$ cat config.mk
export PLATFORM = sky130hd
export DESIGN_NAME = mpu_region_bank
export DESIGN_NICKNAME = d
export VERILOG_FILES = /design/src/rtl/mpu_bank_pkg.sv /design/src/rtl/mpu_bank_decode.sv /design/src/rtl/mpu_bank_region_sel.sv /design/src/rtl/mpu_bank_region_store.sv /design/src/rtl/mpu_region_bank.sv
export SDC_FILE = /design/constraint.sdc
export NUM_CORES = 2
export LEC_CHECK = 0
export ABC_AREA = 0
export BUFFER_PORTS_ARGS = -buffer_cell sky130_fd_sc_hd__buf_2
export CAP_MARGIN = 25
export CORE_ASPECT_RATIO = 0.7
export CORE_MARGIN = 4
export CORE_UTILIZATION = 55
export CTS_BUF_LIST = sky130_fd_sc_hd__clkbuf_8 sky130_fd_sc_hd__clkbuf_16
export CTS_CLUSTER_DIAMETER = 60
export DETAILED_ROUTE_END_ITERATION = 8
export PLACE_DENSITY_LB_ADDON = 0.12
export SETUP_SLACK_MARGIN = 0.3
export SLEW_MARGIN = 30
export SYNTH_ARGS = -nofsm -noshare
export SYNTH_HDL_FRONTEND = slang
export SYNTH_SLANG_ARGS = --single-unit
$ cat constraint.sdc
create_clock -name clk -period 3.8 [get_ports clk]
set_clock_uncertainty 0.05 [all_clocks]
set_input_delay 0.76 -clock clk [delete_from_list [all_inputs] [get_ports clk]]
set_output_delay 0.76 -clock clk [all_outputs]
set_load 0.01 [all_outputs]
$ cat src/rtl/mpu_bank_pkg.sv
package mpu_bank_pkg;

    localparam int ADDR_W       = 12;
    localparam int DATA_W       = 32;
    localparam int MAX_REGIONS  = 16;
    localparam int RNUM_W       = $clog2(MAX_REGIONS);
    localparam int ALIAS_COUNT  = 4;
    localparam int ALIAS_STRIDE = 8;

    localparam logic [ADDR_W-1:0] OFS_RNUM  = 12'hD98;
    localparam logic [ADDR_W-1:0] OFS_START = 12'hD9C;
    localparam logic [ADDR_W-1:0] OFS_END   = 12'hDA0;
    localparam logic [ADDR_W-1:0] OFS_ATTR0 = 12'hDC0;
    localparam logic [ADDR_W-1:0] OFS_ATTR1 = 12'hDC4;

    typedef enum logic [2:0] {
        ACC_NONE,
        ACC_RNUM,
        ACC_START,
        ACC_END,
        ACC_ATTR0,
        ACC_ATTR1
    } acc_kind_e;

    typedef struct packed {
        acc_kind_e  kind;
        logic [1:0] alias_idx;
    } acc_dec_t;

endpackage

$ cat src/rtl/mpu_bank_decode.sv
module mpu_bank_decode
    import mpu_bank_pkg::*;
(
    input  logic [ADDR_W-1:0] addr_i,
    output acc_dec_t          dec_o
);
    always_comb begin
        dec_o.kind      = ACC_NONE;
        dec_o.alias_idx = 2'd0;
        if (addr_i == OFS_RNUM)  dec_o.kind = ACC_RNUM;
        if (addr_i == OFS_ATTR0) dec_o.kind = ACC_ATTR0;
        if (addr_i == OFS_ATTR1) dec_o.kind = ACC_ATTR1;
        // Each alias sits one stride above the previous one.
        for (int k = 0; k < ALIAS_COUNT; k++) begin
            if (addr_i == OFS_START + ADDR_W'(k * ALIAS_STRIDE)) begin
                dec_o.kind      = ACC_START;
                dec_o.alias_idx = 2'(k);
            end
            if (addr_i == OFS_END + ADDR_W'(k * ALIAS_STRIDE)) begin
                dec_o.kind      = ACC_END;
                dec_o.alias_idx = 2'(k);
            end
        end
    end
endmodule

$ cat src/rtl/mpu_bank_region_sel.sv
module mpu_bank_region_sel
    import mpu_bank_pkg::*;
#(
    parameter int NUM_REGIONS = 8
) (
    input  logic [RNUM_W-1:0] rnum_i,
    input  logic [1:0]        alias_i,
    output logic [RNUM_W-1:0] idx_o,
    output logic              in_range_o
);
    always_comb begin
        idx_o = rnum_i;
        if (alias_i != 2'd0) idx_o[1:0] = alias_i;
    end

    generate
        if (NUM_REGIONS == 0) begin : g_none
            assign in_range_o = 1'b0;
        end else if (NUM_REGIONS >= MAX_REGIONS) begin : g_full
            assign in_range_o = 1'b1;
        end else begin : g_part
            assign in_range_o = ({1'b0, idx_o} < (RNUM_W + 1)'(NUM_REGIONS));
        end
    endgenerate
endmodule

$ cat src/rtl/mpu_bank_region_store.sv
module mpu_bank_region_store
    import mpu_bank_pkg::*;
#(
    parameter int NUM_REGIONS = 8
) (
    input  logic              clk,
    input  logic              rst_n,
    input  logic              wr_start_i,
    input  logic              wr_end_i,
    input  logic [RNUM_W-1:0] idx_i,
    input  logic [DATA_W-1:0] wdata_i,
    output logic [DATA_W-1:0] start_o,
    output logic [DATA_W-1:0] end_o
);
    generate
        if (NUM_REGIONS == 0) begin : g_empty
            assign start_o = '0;
            assign end_o   = '0;
        end else begin : g_regs
            logic [NUM_REGIONS-1:0][DATA_W-1:0] start_d, start_q;
            logic [NUM_REGIONS-1:0][DATA_W-1:0] end_d, end_q;

            always_comb begin
                start_d = start_q;
                end_d   = end_q;
                start_o = '0;
                end_o   = '0;
                for (int r = 0; r < NUM_REGIONS; r++) begin
                    if (idx_i == RNUM_W'(r)) begin
                        if (wr_start_i) start_d[r] = wdata_i;
                        if (wr_end_i)   end_d[r]   = wdata_i;
                        start_o = start_q[r];
                        end_o   = end_q[r];
                    end
                end
            end

            always_ff @(posedge clk) begin
                if (!rst_n) begin
                    start_q <= '0;
                    end_q   <= '0;
                end else begin
                    start_q <= start_d;
                    end_q   <= end_d;
                end
            end
        end
    endgenerate
endmodule

$ cat src/rtl/mpu_region_bank.sv
module mpu_region_bank
    import mpu_bank_pkg::*;
#(
    parameter int NUM_REGIONS = 8
) (
    input  logic              clk,
    input  logic              rst_n,
    input  logic [ADDR_W-1:0] bus_addr,
    input  logic              bus_rd,
    input  logic              bus_wr,
    input  logic [DATA_W-1:0] bus_wdata,
    output logic [DATA_W-1:0] bus_rdata,
    output logic              cache_flush
);
    localparam bit HAS_REGIONS = (NUM_REGIONS > 0);

    typedef struct packed {
        logic [RNUM_W-1:0] rnum;
        logic [DATA_W-1:0] attr0;
        logic [DATA_W-1:0] attr1;
        logic [DATA_W-1:0] rdata;
        logic              flush;
    } ctl_t;

    ctl_t ctl_d, ctl_q;

    acc_dec_t          dec;
    logic [RNUM_W-1:0] eff_idx;
    logic              in_range;
    logic              wr_start, wr_end;
    logic [DATA_W-1:0] start_rd, end_rd;
    logic [DATA_W-1:0] rd_val;

    mpu_bank_decode u_dec (
        .addr_i (bus_addr),
        .dec_o  (dec)
    );

    mpu_bank_region_sel #(.NUM_REGIONS(NUM_REGIONS)) u_sel (
        .rnum_i     (ctl_q.rnum),
        .alias_i    (dec.alias_idx),
        .idx_o      (eff_idx),
        .in_range_o (in_range)
    );

    mpu_bank_region_store #(.NUM_REGIONS(NUM_REGIONS)) u_store (
        .clk        (clk),
        .rst_n      (rst_n),
        .wr_start_i (wr_start),
        .wr_end_i   (wr_end),
        .idx_i      (eff_idx),
        .wdata_i    (bus_wdata),
        .start_o    (start_rd),
        .end_o      (end_rd)
    );

    assign wr_start = bus_wr && (dec.kind == ACC_START) && in_range;
    assign wr_end   = bus_wr && (dec.kind == ACC_END)   && in_range;

    // Read value uses current state only, so a same-cycle write is not seen.
    always_comb begin
        unique case (dec.kind)
            ACC_RNUM:  rd_val = DATA_W'(ctl_q.rnum);
            ACC_START: rd_val = in_range ? start_rd : '0;
            ACC_END:   rd_val = in_range ? end_rd   : '0;
            ACC_ATTR0: rd_val = ctl_q.attr0;
            ACC_ATTR1: rd_val = ctl_q.attr1;
            default:   rd_val = '0;
        endcase
    end

    always_comb begin
        ctl_d       = ctl_q;
        ctl_d.flush = wr_start || wr_end;
        if (bus_wr) begin
            unique case (dec.kind)
                ACC_RNUM:  ctl_d.rnum = bus_wdata[RNUM_W-1:0];
                ACC_ATTR0: if (HAS_REGIONS) ctl_d.attr0 = bus_wdata;
                ACC_ATTR1: if (HAS_REGIONS) ctl_d.attr1 = bus_wdata;
                default:   ;
            endcase
        end
        if (bus_rd) ctl_d.rdata = rd_val;
    end

    always_ff @(posedge clk) begin
        if (!rst_n) ctl_q <= '0;
        else        ctl_q <= ctl_d;
    end

    assign bus_rdata   = ctl_q.rdata;
    assign cache_flush = ctl_q.flush;
endmodule

# Word-level counts from Yosys, hierarchy flattened
# Cells that the tools add are included.
# totals
output_inout_bits,33
latch_bits,0
romBits,0
wordCells,102
ram_bits,0
register_bits,613
in_bits,48
n_memories,0
# classes
n_eq_ne,23
n_shift,0
add_sub_neg,0
magnitude_cmp,1
mux,31
reduce_logical,26
div_mod_pow,0
bitwise_logic,0
n_mul,0
# op_table
op,count
two-way mux 32 bit,18
one-hot mux 32 bit (5 select lines),1
"== test 12 bit, second input constant",11
two-way mux 5 bit,8
AND reduction 2 bit,19
"== test 4 x 3 -> 1 bit, second input constant",4
"== test 4 x 2 -> 1 bit, second input constant",2
"== test 3 x 2 -> 1 bit, second input constant",2
"== test 3 bit, second input constant",2
two-way mux 3 bit,2
"== test 4 x 1 -> 1 bit, second input constant",1
logical AND 1 bit,4
zero test 4 bit,1
"less-than comparator 4 bit, second input constant",1
"== test 3 x 1 -> 1 bit, second input constant",1
two-way mux 2 bit,1
nonzero test 2 bit,1
logical OR 1 bit,1
two-way mux 1 bit,1

# Logic depth before layout (Yosys ltp)
# logic_depth
ltp_word,25
mapped_depth,13
ltp_nobuf,8

# Hierarchy
# From an unflattened synthesis, not the netlist that was laid out.
# unflattened
hier_cells,3466
area_unflattened_um2,28914.0
# modules_own_cells
mod,cells_each,area_per_inst_um2,instances,seq_area_each_um2
mpu_bank_region_store,2907,23820.3,1,10249.8
mpu_region_bank,534,4928.5,1,2021.9
mpu_bank_decode,18,126.4,1,0.0
mpu_bank_region_sel,7,38.8,1,0.0

# Least setup slack after synthesis
# Ideal clock, no wire load.
# synth_timing
path_type,input port to flip-flop
from,in bus_addr[9]
to,reg ctl_q (netlist bit bus_rdata[20])
required_time_ps,3634
arrival_time_ps,3330
cell_stages,9
path_buffers,1
slack_ps,304
setup_ps,116
cell_sequence,or4b_4 -> or3_4 -> a221oi_4 -> buf_2 -> mux2i_1 -> o2bb2ai_1 -> a2111oi_1 -> o22ai_1 -> a31o_1
# synth_between
elab_chain_cells,21
word_cells_on_any_way,57
classes_between,1 x order compare; 23 x eq/ne; 31 x mux; 2 x reduce/logical
# synth_lines
element,line,source
"start, declared",mpu_region_bank.sv:8,"input logic [ADDR_W-1:0] bus_addr,"
== test 12 bit,mpu_bank_decode.sv:19,if (addr_i == OFS_END + ADDR_W'(k * ALIAS_STRIDE)) begin
two-way mux 5 bit,mpu_bank_decode.sv:19,
two-way mux 5 bit,mpu_bank_decode.sv:15,if (addr_i == OFS_START + ADDR_W'(k * ALIAS_STRIDE)) begin
two-way mux 5 bit,mpu_bank_decode.sv:19,
two-way mux 5 bit,mpu_bank_decode.sv:15,
two-way mux 5 bit,mpu_bank_decode.sv:19,
two-way mux 5 bit,mpu_bank_decode.sv:15,
two-way mux 5 bit (*),mpu_bank_decode.sv:19,
nonzero test 2 bit,mpu_bank_region_sel.sv:13,if (alias_i != 2'd0) idx_o[1:0] = alias_i;
two-way mux 2 bit,mpu_bank_region_sel.sv:13,
zero test 4 bit,mpu_bank_region_store.sv:29,if (idx_i == RNUM_W'(r)) begin
two-way mux 32 bit (8 in series),mpu_bank_region_store.sv:29,
two-way mux 32 bit (on tied branches),"mpu_region_bank.sv:65, mpu_region_bank.sv:64",
one-hot mux 32 bit (5 select lines) (*),mpu_region_bank.sv:62,unique case (dec.kind)
"end signal, assigned",mpu_region_bank.sv:88,else ctl_q <= ctl_d;
"end, declared",mpu_region_bank.sv:25,"ctl_t ctl_d, ctl_q;"
# Mark *: on every way between the ends. The rest lies on a longest branch, timed or not.
# A chain may end at the register's enable or synchronous reset.

# Worst setup path after layout
# layout_timing
from,in bus_addr[9]
to,reg ctl_q (netlist bit bus_rdata[11])
# Same word-level chain as after synthesis.

==> flow_summary.json <==
{
  "routedWlPerCell_microns": 24.9,
  "r2r-end": "bus_rdata[18]$_SDFFE_PN0P_",
  "path_buf_inv": 4,
  "syn_area_sq_mm": 0.0284,
  "min_path_type": "register to register",
  "gp_congestion": 0.967,
  "fin_tns_setup_ns": 0,
  "post-place-ws_ns": -0.316,
  "worstPathRequired_ns": 4.27,
  "ir_worst_vdd_uv": 362,
  "synth_area_leaders": "dfxtp_1 43%, nand2_1 16%, a21boi_1 13%",
  "slew_headroom_pct": 43.9,
  "critPathLaunchType": "primary input",
  "die_y_microns": 198,
  "wl_mm": 106,
  "hold_viol": 0,
  "die_w_microns": 279,
  "synth_top_area_cell": "dfxtp_1",
  "cts_max_level": 2,
  "worst_pin_slew_ns": 0.835,
  "track_usage_pct": 37.1,
  "start_util_pct": 55.8,
  "die_area_sq_mm": 0.0553,
  "std_cell_rows": 69,
  "clk_root_buffer_cell": "clkbuf_16",
  "status": "finished clean",
  "p_leak_nw": 10.9,
  "cp_top_family": "compound AO/OA/AOI/OAI gates",
  "final_common_cell": "nand2_1",
  "drv_cap": 0,
  "seq_area_frac_synth_pct": 43.3,
  "setup_viol": 0,
  "synthesis.nets": 3609,
  "cts.sinks": 613,
  "detail_route.drc_violations": 0,
  "layout_common_cells": "1244 x nand2_1, 613 x dfxtp_1, 494 x a21boi_1",
  "max_freq_mhz": 288,
  "cp_slowest_cell": "or4b_4",
  "cts_buffers": 59,
  "startpoint": "bus_addr[9]",
  "grt_pass1_wl_mm": 158,
  "drt-pass1-iter-count": 8,
  "hpwl_mm": 72.0,
  "grt.overflow.total": 0,
  "reg2reg_depth": 8,
  "grt_pass1_vias": 25400,
  "period_share_pct": 91.3,
  "layout_min_cycle_time_ns": 3.47,
  "synth-main-ff-cell": "dfxtp_1",
  "clock_latency_ns": 0.62,
  "critical_path_class": "primary input to register",
  "regToRegStartpoint": "ctl_q[99]$_SDFFE_PN0P_",
  "yosysTopAreaCellShare_pct": 43.3,
  "antenna_left": 0,
  "rrSetupSlack_ns": 0.67,
  "antenna_found_initial": 5,
  "cp_max_fo": 18,
  "cp.arrival_ns": 3.94,
  "crit_top_cell": "buf_4",
  "drive_gt1_share_pct": 13.0,
  "synth.avg_cell_area_sq_um": 7.97,
  "area_delta_synth_final_pct": 14.6,
  "layout.nets": 3604,
  "synth_edf_count": 0,
  "cts_tree": "yes",
  "cts_hold_buf": 0,
  "clk_path_buf_depth": 3,
  "finish.utilization_pct": 63.9,
  "ys_seq_elements": 613,
  "core_area_sq_mm": 0.0509,
  "cp_cell_sequence": "buf_2 -> or4b_4 -> or3_4 -> a221oi_4 -> buf_12 -> buf_4 -> mux2i_1 -> o2bb2ai_1 -> a2111oi_1 -> buf_4 -> o22ai_1 -> a31o_1",
  "num_vias": 27100,
  "yosysWarningCount": 0,
  "finalMaxSlewViolations": 0,
  "grt_max_degree": 181,
  "power.density_mw_per_mm2": 399,
  "drt-initial-drc-count": 3900,
  "clk_pin_slew_ns": 0.06,
  "synth_async_sr_flop_share_pct": 0,
  "cp.depth": 12,
  "worst_path_largest_cell_delay_ns": 0.59,
  "synthCells": 3561,
  "port_buffers": 80,
  "critPathCapture": "bus_rdata[11]$_SDFFE_PN0P_",
  "cp-end-kind": "register",
  "rsz0062_at_grt": "no",
  "synth.distinct_cells": 71,
  "setup_ws_ns": 0.331,
  "vias_per_cell": 6.34,
  "ios": 81
}
==> cell usage after synthesis, types with 9 or more instances <==
cell       number
dfxtp_1       613
o21ai_0        84
buf_4          39
clkbuf_1      241
mux2i_1        95
o21a_1          9
o211ai_1       20
a2111oi_2       9
nor2_1         82
a2111oi_1       9
o2bb2ai_1      18
o21bai_1       10
nand2_1      1245
a21boi_1      494
o221ai_1       12
a221oi_1       46
o22ai_1        46
buf_6          11
a31o_1         12
buf_2          82
nor2b_1        25
nand2b_1       21
o22a_1         14
a22oi_1        23
nand3_1        18
o21ai_1        20
a21boi_0       86
a21oi_1        68
==> routing by layer <==
| layer | track usage [%] | vias up | part of all wire, % |
|---|---|---|---|
| met4 | 14.7 | 2 | 4.0 |
| met5 | 0 | - | 0.012 |
| met2 | 55.9 | 1714 | 43 |
| met1 | 51.9 | 13100 | 41 |
| li1 | - | 12000 | - |
| met3 | 8.44 | 280 | 12 |
==> worst min path at each step <==
stage / cells past startpoint / to / start / slack [ns]
finish: 2 / u_store.g_regs.end_q[108]$_SDFFE_PN0P_ / u_store.g_regs.end_q[108]$_SDFFE_PN0P_ / 0.40
global route: 2 / u_store.g_regs.end_q[62]$_SDFFE_PN0P_ / u_store.g_regs.end_q[62]$_SDFFE_PN0P_ / 0.41
CTS: 2 / u_store.g_regs.end_q[204]$_SDFFE_PN0P_ / u_store.g_regs.end_q[204]$_SDFFE_PN0P_ / 0.40
detailed placement: 2 / u_store.g_regs.end_q[204]$_SDFFE_PN0P_ / u_store.g_regs.end_q[204]$_SDFFE_PN0P_ / 0.39
global placement: 2 / u_store.g_regs.start_q[203]$_SDFFE_PN0P_ / u_store.g_regs.start_q[203]$_SDFFE_PN0P_ / 0.38
floorplan: 2 / u_store.g_regs.end_q[100]$_SDFFE_PN0P_ / u_store.g_regs.end_q[100]$_SDFFE_PN0P_ / 0.38
==> flip-flops by register name, indices dropped and copies added, names as in the netlist <==
signal,count
bus_rdata,32
cache_flush,1
ctl_q,68
u_store.g_regs.end_q,256
u_store.g_regs.start_q,256
==> tightest hold or removal path: stages, from the launching register on <==
cell and delay (ns):
dfxtp_1 0.30, nand2_1 0.05, a21boi_1 0.05
==> what timing repair did <==
action / 4_1_cts / 5_1_grt
endpoints found under the hold margin: 0 / 0
endpoints found under the setup margin: 0 / 7
resized for setup: 0 / 4
setup buffers: 0 / 3
==> final cells by class <==
| class | instances | area, sq um |
|---|---|---|
| tap | 674 | 843 |
| timing repair buffer | 311 | 2910 |
| fill | 4285 | 18300 |
| multi-input combinational | 2568 | 14500 |
| sequential | 613 | 12300 |
| inverter | 3 | 11.3 |
| antenna | 3 | 7.51 |
| clock inverter | 31 | 264 |
| clock buffer | 77 | 1750 |
==> stage by stage <==
stage / cells / total power [mW] / hold WS (ns) / cell area [sq um]
2_1_floorplan: 3561 / 6.83 / 0.376 / 28400
3_3_place_gp: 4166 / 6.97 / 0.383 / 30400
3_5_place_dp: 4166 / 6.97 / 0.388 / 30400
4_1_cts: 4274 / 13.0 / 0.397 / 32500
5_1_grt: 4278 / 13.3 / 0.410 / 32500
6_report: 4280 / 13.0 / 0.397 / 32500
==> logic make-up after synthesis <==
| family | Yosys count | synth area share (%) |
|---|---|---|
| and+or+nand+nor | 1439 | 20.2 |
| AOI/OAI and AO/OA | 1027 | 26.8 |
| DFF | 613 | 43.3 |
| buffers and inverters | 380 | 6.20 |
| muxes | 101 | 3.59 |
| xor gates and xnor gates | 1 | 0.0309 |
==> where the power goes <==
| part | switching, mW | total, mW | leakage, nW | internal (mW) |
|---|---|---|---|---|
| registers | 0.000181 | 6.42 | 4.93 | 6.42 |
| logic | 0.286 | 0.416 | 4.87 | 0.131 |
| clock network | 2.59 | 6.13 | 1.06 | 3.54 |
(Power assumes the default switching activity.)
